### src/rtl/rtc_pkg.sv
package rtc_pkg;
  typedef logic [7:0] bcd8_t;

  localparam int unsigned REG_COUNT = 8;
  localparam int unsigned ADDR_W    = $clog2(REG_COUNT);

  // Byte positions: the carry chain runs in this order.
  localparam int unsigned A_SEC  = 0;
  localparam int unsigned A_MIN  = 1;
  localparam int unsigned A_HOUR = 2;
  localparam int unsigned A_DOW  = 3;
  localparam int unsigned A_DATE = 4;
  localparam int unsigned A_MON  = 5;
  localparam int unsigned A_YEAR = 6;
  localparam int unsigned A_CTRL = 7;

  // Bits that a write stores into a counting field.
  function automatic bcd8_t field_mask(input int unsigned idx);
    case (idx)
      A_SEC, A_MIN: return 8'h7F;
      A_HOUR:       return 8'h3F;
      A_DOW:        return 8'h07;
      A_DATE:       return 8'h3F;
      A_MON:        return 8'h1F;
      A_YEAR:       return 8'hFF;
      default:      return 8'h00;
    endcase
  endfunction

  function automatic bcd8_t bcd_inc(input bcd8_t v);
    if (v[3:0] >= 4'd9) return {v[7:4] + 4'd1, 4'd0};
    return {v[7:4], v[3:0] + 4'd1};
  endfunction

  // Divisible by 4: even tens with ones 0/4/8, or odd tens with ones 2/6.
  function automatic logic is_leap(input bcd8_t yr);
    if (yr[4]) return (yr[3:0] == 4'd2) || (yr[3:0] == 4'd6);
    return (yr[3:0] == 4'd0) || (yr[3:0] == 4'd4) || (yr[3:0] == 4'd8);
  endfunction

  function automatic bcd8_t month_last_day(input bcd8_t mon, input logic leap);
    case (mon)
      8'h02:                      return leap ? 8'h29 : 8'h28;
      8'h04, 8'h06, 8'h09, 8'h11: return 8'h30;
      default:                    return 8'h31;
    endcase
  endfunction
endpackage

### src/rtl/rtc_prescaler.sv
module rtc_prescaler #(
  parameter int unsigned TICKS = 32768
) (
  input  logic clk,
  input  logic rst_n,
  input  logic base_tick,
  input  logic run,
  input  logic restart,
  output logic sec_pulse
);
  localparam int unsigned CW = (TICKS > 1) ? $clog2(TICKS) : 1;
  localparam logic [CW-1:0] LAST = CW'(TICKS - 1);

  logic [CW-1:0] cnt_q, cnt_d;
  logic          step, at_last;

  always_comb begin
    step      = run && base_tick;
    at_last   = (cnt_q == LAST);
    sec_pulse = step && at_last && !restart;
    cnt_d     = cnt_q;
    if (restart)   cnt_d = '0;
    else if (step) cnt_d = at_last ? '0 : cnt_q + 1'b1;
  end

  always_ff @(posedge clk or negedge rst_n) begin
    if (!rst_n) cnt_q <= '0;
    else        cnt_q <= cnt_d;
  end
endmodule

### src/rtl/rtc_bcd_field.sv
module rtc_bcd_field #(
  parameter rtc_pkg::bcd8_t FLOOR = 8'h00
) (
  input  logic           clk,
  input  logic           rst_n,
  input  logic           adv,
  input  rtc_pkg::bcd8_t ceil,
  input  logic           ld,
  input  rtc_pkg::bcd8_t ld_val,
  output rtc_pkg::bcd8_t val,
  output logic           wrap
);
  rtc_pkg::bcd8_t val_q, val_d;
  logic           at_top;

  always_comb begin
    at_top = (val_q >= ceil);
    wrap   = adv && at_top;
    val_d  = val_q;
    if (ld)       val_d = ld_val;
    else if (adv) val_d = at_top ? FLOOR : rtc_pkg::bcd_inc(val_q);
  end

  always_ff @(posedge clk or negedge rst_n) begin
    if (!rst_n) val_q <= FLOOR;
    else        val_q <= val_d;
  end

  assign val = val_q;
endmodule

### src/rtl/rtc_ctrl_flags.sv
module rtc_ctrl_flags (
  input  logic           clk,
  input  logic           rst_n,
  input  logic           osc_running,
  input  logic           sel_sec,
  input  logic           sel_min,
  input  logic           sel_hour,
  input  logic           sel_ctrl,
  input  rtc_pkg::bcd8_t wr_data,
  input  logic           year_wrap,
  output logic           halt,
  output logic           fault,
  output logic           cen_en,
  output logic           cen_bit,
  output logic           out_bit
);
  logic halt_q, fault_q, cen_en_q, cen_bit_q, out_q;
  logic halt_d, fault_d, cen_en_d, cen_bit_d, out_d;

  always_comb begin
    halt_d    = sel_sec  ? wr_data[7] : halt_q;
    cen_en_d  = sel_hour ? wr_data[7] : cen_en_q;
    out_d     = sel_ctrl ? wr_data[7] : out_q;
    cen_bit_d = cen_bit_q;
    if (sel_hour)                   cen_bit_d = wr_data[6];
    else if (year_wrap && cen_en_q) cen_bit_d = ~cen_bit_q;
    fault_d = fault_q;
    if (!osc_running || halt_q) fault_d = 1'b1;
    else if (sel_min)           fault_d = wr_data[7];
  end

  always_ff @(posedge clk or negedge rst_n) begin
    if (!rst_n) begin
      halt_q    <= 1'b0;
      fault_q   <= 1'b1;
      cen_en_q  <= 1'b0;
      cen_bit_q <= 1'b0;
      out_q     <= 1'b1;
    end else begin
      halt_q    <= halt_d;
      fault_q   <= fault_d;
      cen_en_q  <= cen_en_d;
      cen_bit_q <= cen_bit_d;
      out_q     <= out_d;
    end
  end

  assign halt    = halt_q;
  assign fault   = fault_q;
  assign cen_en  = cen_en_q;
  assign cen_bit = cen_bit_q;
  assign out_bit = out_q;
endmodule

### src/rtl/bcd_rtc_core.sv
module bcd_rtc_core #(
  parameter int unsigned TICKS_PER_SEC = 32768
) (
  input  logic                       clk,
  input  logic                       rst_n,
  input  logic                       base_tick,
  input  logic                       osc_running,
  input  logic                       wr_en,
  input  logic [rtc_pkg::ADDR_W-1:0] wr_addr,
  input  logic [7:0]                 wr_data,
  input  logic [rtc_pkg::ADDR_W-1:0] rd_addr,
  output logic [7:0]                 rd_data,
  output logic                       out_level
);
  import rtc_pkg::*;

  // Asynchronous assertion, synchronous release.
  logic [1:0] rst_pipe;
  logic       core_rst_n;
  always_ff @(posedge clk or negedge rst_n) begin
    if (!rst_n) rst_pipe <= 2'b00;
    else        rst_pipe <= {rst_pipe[0], 1'b1};
  end
  assign core_rst_n = rst_pipe[1];

  logic [REG_COUNT-1:0] wr_sel;
  for (genvar i = 0; i < REG_COUNT; i++) begin : g_sel
    assign wr_sel[i] = wr_en && (wr_addr == ADDR_W'(i));
  end

  logic time_wr;
  assign time_wr = |wr_sel[A_YEAR:A_SEC];

  logic halt, fault, cen_en, cen_bit, out_bit;
  logic sec_pulse;

  rtc_prescaler #(.TICKS(TICKS_PER_SEC)) u_presc (
    .clk       (clk),
    .rst_n     (core_rst_n),
    .base_tick (base_tick),
    .run       (osc_running && !halt),
    .restart   (time_wr),
    .sec_pulse (sec_pulse)
  );

  bcd8_t sec_v, min_v, hour_v, dow_v, date_v, mon_v, year_v;
  logic  sec_w, min_w, hour_w, dow_w, date_w, mon_w, year_w;
  bcd8_t date_ceil;

  assign date_ceil = month_last_day(mon_v, is_leap(year_v));

  rtc_bcd_field #(.FLOOR(8'h00)) u_sec (
    .clk(clk), .rst_n(core_rst_n), .adv(sec_pulse), .ceil(8'h59),
    .ld(wr_sel[A_SEC]), .ld_val(wr_data & field_mask(A_SEC)),
    .val(sec_v), .wrap(sec_w));

  rtc_bcd_field #(.FLOOR(8'h00)) u_min (
    .clk(clk), .rst_n(core_rst_n), .adv(sec_w), .ceil(8'h59),
    .ld(wr_sel[A_MIN]), .ld_val(wr_data & field_mask(A_MIN)),
    .val(min_v), .wrap(min_w));

  rtc_bcd_field #(.FLOOR(8'h00)) u_hour (
    .clk(clk), .rst_n(core_rst_n), .adv(min_w), .ceil(8'h23),
    .ld(wr_sel[A_HOUR]), .ld_val(wr_data & field_mask(A_HOUR)),
    .val(hour_v), .wrap(hour_w));

  rtc_bcd_field #(.FLOOR(8'h01)) u_dow (
    .clk(clk), .rst_n(core_rst_n), .adv(hour_w), .ceil(8'h07),
    .ld(wr_sel[A_DOW]), .ld_val(wr_data & field_mask(A_DOW)),
    .val(dow_v), .wrap(dow_w));

  rtc_bcd_field #(.FLOOR(8'h01)) u_date (
    .clk(clk), .rst_n(core_rst_n), .adv(hour_w), .ceil(date_ceil),
    .ld(wr_sel[A_DATE]), .ld_val(wr_data & field_mask(A_DATE)),
    .val(date_v), .wrap(date_w));

  rtc_bcd_field #(.FLOOR(8'h01)) u_mon (
    .clk(clk), .rst_n(core_rst_n), .adv(date_w), .ceil(8'h12),
    .ld(wr_sel[A_MON]), .ld_val(wr_data & field_mask(A_MON)),
    .val(mon_v), .wrap(mon_w));

  rtc_bcd_field #(.FLOOR(8'h00)) u_year (
    .clk(clk), .rst_n(core_rst_n), .adv(mon_w), .ceil(8'h99),
    .ld(wr_sel[A_YEAR]), .ld_val(wr_data & field_mask(A_YEAR)),
    .val(year_v), .wrap(year_w));

  rtc_ctrl_flags u_flags (
    .clk         (clk),
    .rst_n       (core_rst_n),
    .osc_running (osc_running),
    .sel_sec     (wr_sel[A_SEC]),
    .sel_min     (wr_sel[A_MIN]),
    .sel_hour    (wr_sel[A_HOUR]),
    .sel_ctrl    (wr_sel[A_CTRL]),
    .wr_data     (wr_data),
    .year_wrap   (year_w),
    .halt        (halt),
    .fault       (fault),
    .cen_en      (cen_en),
    .cen_bit     (cen_bit),
    .out_bit     (out_bit)
  );

  logic unused_w;
  assign unused_w = dow_w;

  always_comb begin
    case (rd_addr)
      ADDR_W'(A_SEC):  rd_data = {halt, sec_v[6:0]};
      ADDR_W'(A_MIN):  rd_data = {fault, min_v[6:0]};
      ADDR_W'(A_HOUR): rd_data = {cen_en, cen_bit, hour_v[5:0]};
      ADDR_W'(A_DOW):  rd_data = dow_v;
      ADDR_W'(A_DATE): rd_data = date_v;
      ADDR_W'(A_MON):  rd_data = mon_v;
      ADDR_W'(A_YEAR): rd_data = year_v;
      default:         rd_data = {out_bit, 7'b0};
    endcase
  end

  assign out_level = out_bit;
endmodule

### config.mk
export PLATFORM = sky130hd
export DESIGN_NAME = bcd_rtc_core
export DESIGN_NICKNAME = d
export VERILOG_FILES = /design/src/rtl/rtc_pkg.sv /design/src/rtl/rtc_prescaler.sv /design/src/rtl/rtc_bcd_field.sv /design/src/rtl/rtc_ctrl_flags.sv /design/src/rtl/bcd_rtc_core.sv
export SDC_FILE = /design/constraint.sdc
export NUM_CORES = 1
export LEC_CHECK = 0
export ABC_AREA = 1
export BUFFER_PORTS_ARGS = -buffer_cell sky130_fd_sc_hd__buf_2
export CAP_MARGIN = 20
export CELL_PAD_IN_SITES_DETAIL_PLACEMENT = 1
export CELL_PAD_IN_SITES_GLOBAL_PLACEMENT = 2
export CORE_ASPECT_RATIO = 0.8
export CORE_MARGIN = 4
export CORE_UTILIZATION = 36
export DETAILED_ROUTE_END_ITERATION = 12
export HOLD_SLACK_MARGIN = 0.08
export PLACE_DENSITY = 0.87
export SLEW_MARGIN = 20
export SYNTH_ARGS = -nofsm -noshare
export SYNTH_HDL_FRONTEND = slang
export SYNTH_HIERARCHICAL = 1
export SYNTH_SLANG_ARGS = --single-unit
### constraint.sdc
create_clock -name clk -period 2.8 [get_ports clk]
set_clock_uncertainty 0.1 [all_clocks]
set_input_delay 0.42 -clock clk [delete_from_list [all_inputs] [get_ports clk]]
set_output_delay 0.42 -clock clk [all_outputs]
set_load 0.01 [all_outputs]
[Word-level counts from Yosys, hierarchy flattened]
Cells that the tools add are included.
Cells by class
  $add $sub $neg: 15
  multiply operators: 0
  divide/modulo/power cells: 0
  magnitude comparators: 14
  equality and inequality tests: 23
  shift operators: 0
  multiplexer cells: 69
  bitwise logic cells: 1
  reduce and logical (&&, ||, !) cells: 55
Operators by type and width (count)
  $mux W8: 35
  $add A4 B1 Y4 const B: 14
  $pmux W8 S7: 1
  $mux W15: 3
  $mux W1: 29
  $ge A4 B4 Y1 const B: 7
  $eq A3 B3 Y1 const B: 7
  $reduce_bool A3 Y1: 7
  $reduce_bool A2 Y1: 10
  $logic_and A1 B1 Y1: 19
  $eq A8 B3 Y1 const B: 2
  $ge A8 B7 Y1 const B: 2
  $add A15 B1 Y15 const B: 1
  $eq A15 B15 Y1 const B: 1
  $reduce_and A2 Y1: 7
  $eq A3 B2 Y1 const B: 4
  $pmux W5 S2: 1
  $eq A4 B3 Y1 const B: 2
  $eq A8 B2 Y1 const B: 1
  $eq A8 B4 Y1 const B: 1
  $eq A8 B5 Y1 const B: 1
  $ge A8 B3 Y1 const B: 1
  $ge A8 B5 Y1 const B: 1
  $ge A8 B6 Y1: 1
  12 further kinds: 19
Word-level totals
  register bits after elaboration: 78
  bits in latches: 0
  RAM bits: 0
  bits in read-only memories: 0
  bits of input ports: 19
  output and inout bits: 9
  logic and storage cells: 198
  memories: 0

[Longest topological paths before layout]
Gate-level depths: netlist (run 1).
  word-level depth: 16
  gate-level depth with buffers: 26
  depth with buffers taken out: 26

[Modules after synthesis]
The synthesis (run 1) kept the hierarchy.
By module, submodules not included
  rtc_bcd_field (u_hour ...): instances 4, cells each 118, area an instance 820.8 um^2, sequential area each 200.2 um^2
  rtc_bcd_field (u_date ...): instances 3, cells each 121, area an instance 889.6 um^2, sequential area each 201.4 um^2
  rtc_prescaler: instances 1, cells each 142, area an instance 977.2 um^2, sequential area each 375.4 um^2
  bcd_rtc_core: instances 1, cells each 180, area an instance 894.6 um^2, sequential area each 50.0 um^2
  rtc_ctrl_flags: instances 1, cells each 26, area an instance 214.0 um^2, sequential area each 127.6 um^2

[Least setup slack after synthesis (run 1)]
No wires, ideal clock.
  path kind: reg2reg
  start point: register u_mon.val_q[3], in the netlist u_mon/val[3]
  end point: register u_year.val_q[4], in the netlist u_year/val[4]
  setup time: 0.116 ns
  arrival: 2.509 ns
  required time: 2.584 ns
  slack: 0.075 ns
  cell stages (with the launch flop): 26
  buffers on the path: 0
  clock period less this slack: 2.725 ns
  cell sequence: dfrtp_1 > nor2_1 > nand3_1 > nor2_1 > nand2_1 > inv_1 > nor2_1 > ha_1 > inv_1 > nand2_1 > nand2_1 > nand2_1 > nand2_1 > nand2_1 > nand2_1 > nand2_1 > nand2_1 > inv_1 > nand2_1 > inv_1 > nor2_1 > inv_1 > nand2_4 > inv_2 > nand2_1 > nand2_1
Between the ends
  cells in the longest elaborated chain, start to end: 8
  elaborated cells between the ends (all ways): 13
  those cells by class: order compare (2); eq/ne (5); mux (1); reduce/logical (5)
RTL lines
  start, declared: line rtc_bcd_field.sv:13  | rtc_pkg::bcd8_t val_q, val_d;
  start signal, assigned: line rtc_bcd_field.sv:26  | else val_q <= val_d;
  $eq A8 B3 Y1, or another cell as far along: line rtc_pkg.sv:42  | case (mon)
  $reduce_or A4 Y1: line rtc_pkg.sv:42
  $pmux W5 S2 (*): line rtc_pkg.sv:42
  via date_ceil[3]: line bcd_rtc_core.sv:48  | bcd8_t date_ceil;
  $ge A8 B6 Y1 (*): line rtc_bcd_field.sv:17  | at_top = (val_q >= ceil);
  $logic_and A1 B1 Y1 (*): line rtc_bcd_field.sv:18  | wrap = adv && at_top;
  via date_w: line bcd_rtc_core.sv:47  | logic sec_w, min_w, hour_w, dow_w, date_w, mon_w, year_w;
  $logic_and A1 B1 Y1 (*): line rtc_bcd_field.sv:18
  via mon_w: line bcd_rtc_core.sv:47
  $reduce_bool A2 Y1 (no line) (*)
  $reduce_and A2 Y1 (no line) (*)
  end signal, assigned: line rtc_bcd_field.sv:26
  end, declared: line rtc_bcd_field.sv:13
Mark *: on every way through the listed nets, which the timed path passes. The rest lies on a longest branch.
A chain may end at the register's enable or synchronous reset.

[Worst setup path in the final report (run 1)]
  start point: register u_mon.val_q[0], in the netlist u_mon/val[0]
  end point: register u_year.val_q[4], in the netlist u_year/val[4]
The elaborated chain is that of the path after synthesis.

==> flow_metrics.tcl, run 1 <==
set metrics [dict create \
    status "finished, final reports clean" \
    synth_area_per_cell_um2 6.80 \
    crit_required_ns 2.95 \
    dieArea_um2 24800 \
    tightest_slew_ns 0.940 \
    diodes 0 \
    placed_cell_area_um2 9080 \
    grt_max_degree 41 \
    cts_buffers 9 \
    cts_tree "built" \
    worst-r2r-cell-count 26 \
    cp_max_fo 5 \
    ioPinCount 28 \
    worstReg2RegStart "u_mon/val[0]$_DFFE_PN1P_" \
    hold_class "in2reg" \
    drt-vias-per-instance 4.81 \
    endpoint "u_year/val[4]$_DFFE_PN0P_" \
    firstDrtPassIters 5 \
    initial_core_util_pct 36.9 \
    p_leak_nw 5.31 \
    drv_slew 0 \
    layout_commonest_cell "nand2_1" \
    drt-initial-drc-count 340 \
    clock_latency_ns 0.36 \
    r2r_slack_ns 0.12 \
    num_vias 7861 \
    endpoint_kind "flip-flop" \
    synthCells 1181 \
    overflow 0 \
    rsz0062_at_grt "true" \
    setup_viol 0 \
    totalWireLength_um 24400 \
    fin_ws_ns 0.116 \
    whs_ns 0.215 \
    fin_crit_ns 2.68 \
    r2r_end "u_year/val[4]$_DFFE_PN0P_" \
    antenna_found_initial 0 \
    io_buffer_count 27 \
    layout_common_cells "nand2_1, inv_1, nor2_1" \
    post_drt_wl_per_cell_um 14.9 \
    clk_pin_slew_worst_paths_ns 0.07 \
    multi_input_area_um2 5530 \
    synth_area_um2 8030 \
    fin_area_um2 9540 \
    drive_gt1_share_pct 17.4 \
    clockRootBuffer "clkbuf_16" \
    hpwl_um 19200 \
    ant_nets 0 \
    maxClockFrequency_mhz 373 \
    die_w_um 175 \
    fill_cells 2863 \
    fp.dieH_um 142 \
    ys_warn_count 6 \
    startpoint_type "flip-flop" \
    grt_pass1_wl_um 41100 \
    worstSetupPathType "reg2reg" \
    place_congestion 0.805 \
    period_share_pct 95.9 \
    drcViolationCount 0 \
    vdd_drop_max_uv 292 \
    fp.coreArea_um2 21700 \
    htree_num_levels 3 \
    startpoint "u_mon/val[0]$_DFFE_PN1P_" \
    seq_area_um2 1960 \
    powerDensity_nw_per_um2 597 \
    arrival_ns 2.83 \
    total_power_mw 5.70 \
    fin_nets 1432 \
    first_global_vias 8179 \
    clock_path_buffers 2 \
    grt_usage_pct 20.5 \
    max_slew_margin_pct 37.1 \
    cap_violations 0 \
    syn_to_final_growth_pct 18.9 \
    clock-sinks 78 \
    num_rows 48 \
    post-place-ws_ns -0.0647 \
    hold_viol_final 0 \
]
-- critical path, stage by stage (launching register included) --
cell and delay [ns]:
dfstp_2 0.56, inv_4 0.05, nor2_4 0.10, nand2_1 0.06
nand2_1 0.05, nand2_1 0.05, nand2_1 0.08, nor2_2 0.04
ha_1 0.28, inv_1 0.06, nand2_1 0.04, nand2_1 0.05
nand2_1 0.05, nand2_1 0.06, nand2_1 0.06, nand2_2 0.09
nand2_4 0.07, nand2_4 0.08, inv_4 0.04, nand2_2 0.06
inv_2 0.06, nor2_4 0.14, inv_2 0.08, nand2_4 0.09
inv_4 0.05, nand2_1 0.06, nand2_1 0.05
-- worst min-delay path by stage --
stage / slack (ns) / from / cells past startpoint / to
detailed placement: 0.11 / rst_n / 1 / rst_pipe[0]$_DFF_PN0_
CTS: 0.19 / osc_running / 2 / u_flags/fault$_DFFE_PN1P_
global route: 0.20 / osc_running / 2 / u_flags/fault$_DFFE_PN1P_
global placement: 0.10 / rst_n / 1 / rst_pipe[0]$_DFF_PN0_
finish: 0.21 / osc_running / 2 / u_flags/fault$_DFFE_PN1P_
floorplan: 0.02 / rst_n / 0 / rst_pipe[0]$_DFF_PN0_
-- state kept, by name, summed over array words and instances, names as in the netlist --
name / count
rst_pipe: 2
u_date/val: 8
u_dow/val: 8
u_flags/cen_bit: 1
u_flags/cen_en: 1
u_flags/fault: 1
u_flags/halt: 1
u_flags/out_bit: 1
u_hour/val: 8
u_min/val: 8
u_mon/val: 8
u_presc/cnt_q: 15
u_sec/val: 8
u_year/val: 8
-- per-layer routing --
metal | share of wire, % | GRT usage (%) | routed length, µm
met1 | 49 | 28.3 | 12100
met5 | 0 | 0 | 0
met3 | 2.8 | 3.25 | 690
met2 | 46 | 33.6 | 11100
met4 | 2.1 | 5.54 | 500
-- timing repair --
item,in CTS,in global routing
setup endpoints to repair,8,30
endpoints found under the hold margin,2,0
buffers inserted,0,2
gates resized for setup,5,38
cloned,0,0
pin swaps,0,12
hold buffers,1,0
-- final cells by class --
class	instances	area share [%]
clock buffers	10	2.40
repair buffers	82	5.98
inverters	190	8.26
multi-input cells	967	57.9
well taps	300	3.93
flip-flops and latches	78	20.6
clock inverters	6	0.970
-- report_power, final --
group / internal (mW) / leakage (nW) / switching (mW) / total, mW
clock: 0.789 / 0.150 / 0.554 / 1.34
combinational: 1.08 / 4.15 / 1.61 / 2.69
sequential: 1.36 / 1.01 / 0.304 / 1.66
total: 3.23 / 5.31 / 2.46 / 5.70
-- through the flow --
step	utilization, %	setup TNS [ns]	std cells
finish	43.9	0	1633
floorplan	-	0	1247
global placement	41.8	0	1614
detailed placement	41.8	-0.429	1614
CTS	43.4	0	1631
global route	43.9	-1.02	1633
Note: power is estimated with default switching activity, not from simulation.
==> inputs of run 2 (changes only) <==
--- a/config.mk
+++ b/config.mk
@@ -12,10 +12,10 @@
 export CELL_PAD_IN_SITES_GLOBAL_PLACEMENT = 2
 export CORE_ASPECT_RATIO = 0.8
 export CORE_MARGIN = 4
-export CORE_UTILIZATION = 36
+export CORE_UTILIZATION = 39
 export DETAILED_ROUTE_END_ITERATION = 12
 export HOLD_SLACK_MARGIN = 0.08
-export PLACE_DENSITY = 0.87
+export PLACE_DENSITY = 0.93
 export SLEW_MARGIN = 20
 export SYNTH_ARGS = -nofsm -noshare
 export SYNTH_HDL_FRONTEND = slang
==> constraint.sdc (replaced) <==
create_clock -name clk -period 3.29 [get_ports clk]
set_clock_uncertainty 0.1 [all_clocks]
set_input_delay 0.4935 -clock clk [delete_from_list [all_inputs] [get_ports clk]]
set_output_delay 0.4935 -clock clk [all_outputs]
set_load 0.01 [all_outputs]
==> run 2 against run 1 <==
  * Die area decreased by 7.3%
  * Clock-buffer cell count increased by 1
  * Routed wire length decreased by 3.2%
  * Final area decreased by 4.8%
  * Maximum frequency decreased by 8.1%
  * Via count decreased by 2.7%
  * Combinational power decreased by 25%
  * First-iteration DRC count decreased by 4.4%
  * Clock power decreased by 27%
==> flow_metrics.tcl, run 2 (same netlist as run 1, synthesis figures left out) <==
set metrics [dict create \
    clock_latency_ns 0.36 \
    fin_nets 1399 \
    setup_viol 0 \
    sw_frac_of_total_pct 44.7 \
    vdd_drop_max_uv 227 \
    clock_path_buffers 2 \
    cp_max_fo 6 \
    startpoint_type "flip-flop" \
    tightest_slew_ns 0.877 \
    powerDensity_nw_per_um2 497 \
    endpoint_kind "flip-flop" \
    path_common_cell "nand2_1" \
    hpwl_um 18600 \
    drcViolationCount 0 \
    drive_gt1_share_pct 13.5 \
    max_slew_margin_pct 41.3 \
    final_util_pct 45.4 \
    num_rows 46 \
    crit_required_ns 3.46 \
    diodes 0 \
    totalWireLength_um 23600 \
    fp.coreArea_um2 20000 \
    worstSetupPathType "reg2reg" \
    firstDrtPassIters 4 \
    hold_class "reg2reg" \
    fin_area_um2 9090 \
    layout_common_cells "nand2_1, inv_1, nor2_1" \
    tns_ns 0 \
    critPathSlowestCell "dfstp_2" \
    grt_usage_pct 21.4 \
    p_leak_nw 5.11 \
    hold_viol_final 0 \
    fill_cells 2709 \
    instances_no_fill 1564 \
    multi_input_area_um2 5440 \
    arrival_ns 3.09 \
    r2r_slack_ns 0.37 \
    maxClockFrequency_mhz 342 \
    power.share.clock_pct 21.7 \
    fin_crit_ns 2.92 \
    p_sw_mw 2.02 \
    grt_max_degree 53 \
    overflow 0 \
    post_drt_wl_per_cell_um 15.1 \
    layout_commonest_cell "nand2_1" \
    period_share_pct 88.8 \
    clockRootBuffer "clkbuf_16" \
    place_congestion 0.843 \
    clk_pin_slew_worst_paths_ns 0.06 \
    pwr-share-seq_pct 33.4 \
    clock-sinks 78 \
    critical-path-max-stage-delay_ns 0.58 \
    cts_tree "built" \
    die_w_um 168 \
    drv_slew 0 \
    htree_num_levels 3 \
    top_register "u_presc/cnt_q" \
    cap_violations 0 \
    initial_core_util_pct 40.1 \
    ant_nets 0 \
    cp.buffers_inverters 5 \
    cts_buffers 9 \
    crit_family "simple AND/OR/NAND/NOR gates" \
    dieArea_um2 23000 \
    antenna_found_initial 0 \
    largest_reg_flops 15 \
    p_int_mw 2.50 \
    fp.dieH_um 136 \
    first_global_vias 7847 \
    place_inst 1547 \
    num_vias 7650 \
    io_buffer_count 27 \
    ioPinCount 28 \
    status "finished, final reports clean" \
    combPwrFrac_pct 45.0 \
    placed_cell_area_um2 8790 \
    seq_area_um2 1960 \
    grt_pass1_wl_um 39900 \
    syn_to_final_growth_pct 13.2 \
    drt-vias-per-instance 4.89 \
    drt-initial-drc-count 325 \
]
==> run 2: cell types whose count changed in the layout (fill, tap and decap cells not counted), sizes merged <==
cell / before / now
bufinv: 6 / 4
clkinv: 0 / 2
buf: 81 / 48
clkbuf: 10 / 11
inv: 188 / 187
==> run 2: timing repair <==
item / 4_1_cts / 5_1_grt
setup buffers: 0 / 0
setup endpoints to repair: 0 / 3
resized for setup: 0 / 4
hold buffers: 1 / 0
endpoints found under the hold margin: 2 / 0
==> run 2: stage by stage <==
step                      setup WS (ns)  total power [mW]  hold slack [ns]
final                             0.368              4.51            0.257
after global routing          -0.000725              4.95            0.281
after CTS                         0.279              4.55            0.262
after detailed placement          0.298              3.54            0.179
after global placement            0.413              3.46            0.178
after floorplan                   0.565              2.92           0.0979
==> run 2: worst paths after layout <==
| kind | endpoint | cells after the start | from |
|---|---|---|---|
| max | u_year/val[3]$_DFFE_PN0P_ | 25 | u_mon/val[0]$_DFFE_PN1P_ |
| min in group asynchronous | u_date/val[6]$_DFFE_PN0P_ | 0 | rst_pipe[1]$_DFF_PN0_ |
| min | rst_pipe[1]$_DFF_PN0_ | 0 | rst_pipe[0]$_DFF_PN0_ |
| min reg2reg | rst_pipe[1]$_DFF_PN0_ | 0 | rst_pipe[0]$_DFF_PN0_ |
| max reg2reg | u_year/val[3]$_DFFE_PN0P_ | 25 | u_mon/val[0]$_DFFE_PN1P_ |
| max in group asynchronous | u_mon/val[0]$_DFFE_PN1P_ | 1 | rst_pipe[1]$_DFF_PN0_ |
==> run 2: power by group through the flow <==
stage / Sequential [mW] / Clock [mW] / Combinational (mW)
2_1_floorplan: 1.43 / 0 / 1.48
3_3_place_gp: 1.52 / 0 / 1.94
3_5_place_dp: 1.53 / 0 / 2.01
4_1_cts: 1.51 / 1.01 / 2.03
5_1_grt: 1.55 / 1.05 / 2.35
6_report: 1.51 / 0.979 / 2.03
==> run 2: layer usage <==
metal	vias up	share of wire, %	global-route usage [%]
met1	3617	49	29.3
met4	0	1.4	4.33
met3	22	3.4	3.46
li1	3911	-	-
met5	-	0	0
met2	100	47	36.1
==> run 2: area by class of cell <==
class                      count  area share [%]
clock buffer                  11            2.67
sequential                    78            21.6
inverter                     190            8.59
tap                          264            3.63
multi-input combinational    967            59.8
clock inverter                 5           0.372
timing repair buffer          49            3.33
==> run 2: worst reg2reg max path, cell delays in order (launching register included) <==
cell     delay, ns
dfstp_2       0.58
inv_1         0.10
nor2_2        0.11
nand2_1       0.06
nand2_1       0.05
nand2_1       0.04
nand2_1       0.05
nor2_1        0.05
ha_1          0.28
inv_1         0.04
nand2_1       0.05
nand2_1       0.04
nand2_1       0.05
nand2_1       0.05
nand2_1       0.07
nand2_2       0.08
nand2_2       0.11
nand2_1       0.05
inv_1         0.11
nand2_1       0.07
inv_1         0.09
nor2_1        0.06
buf_4         0.20
a21oi_1       0.10
o21ai_0       0.09
o21ai_0       0.16
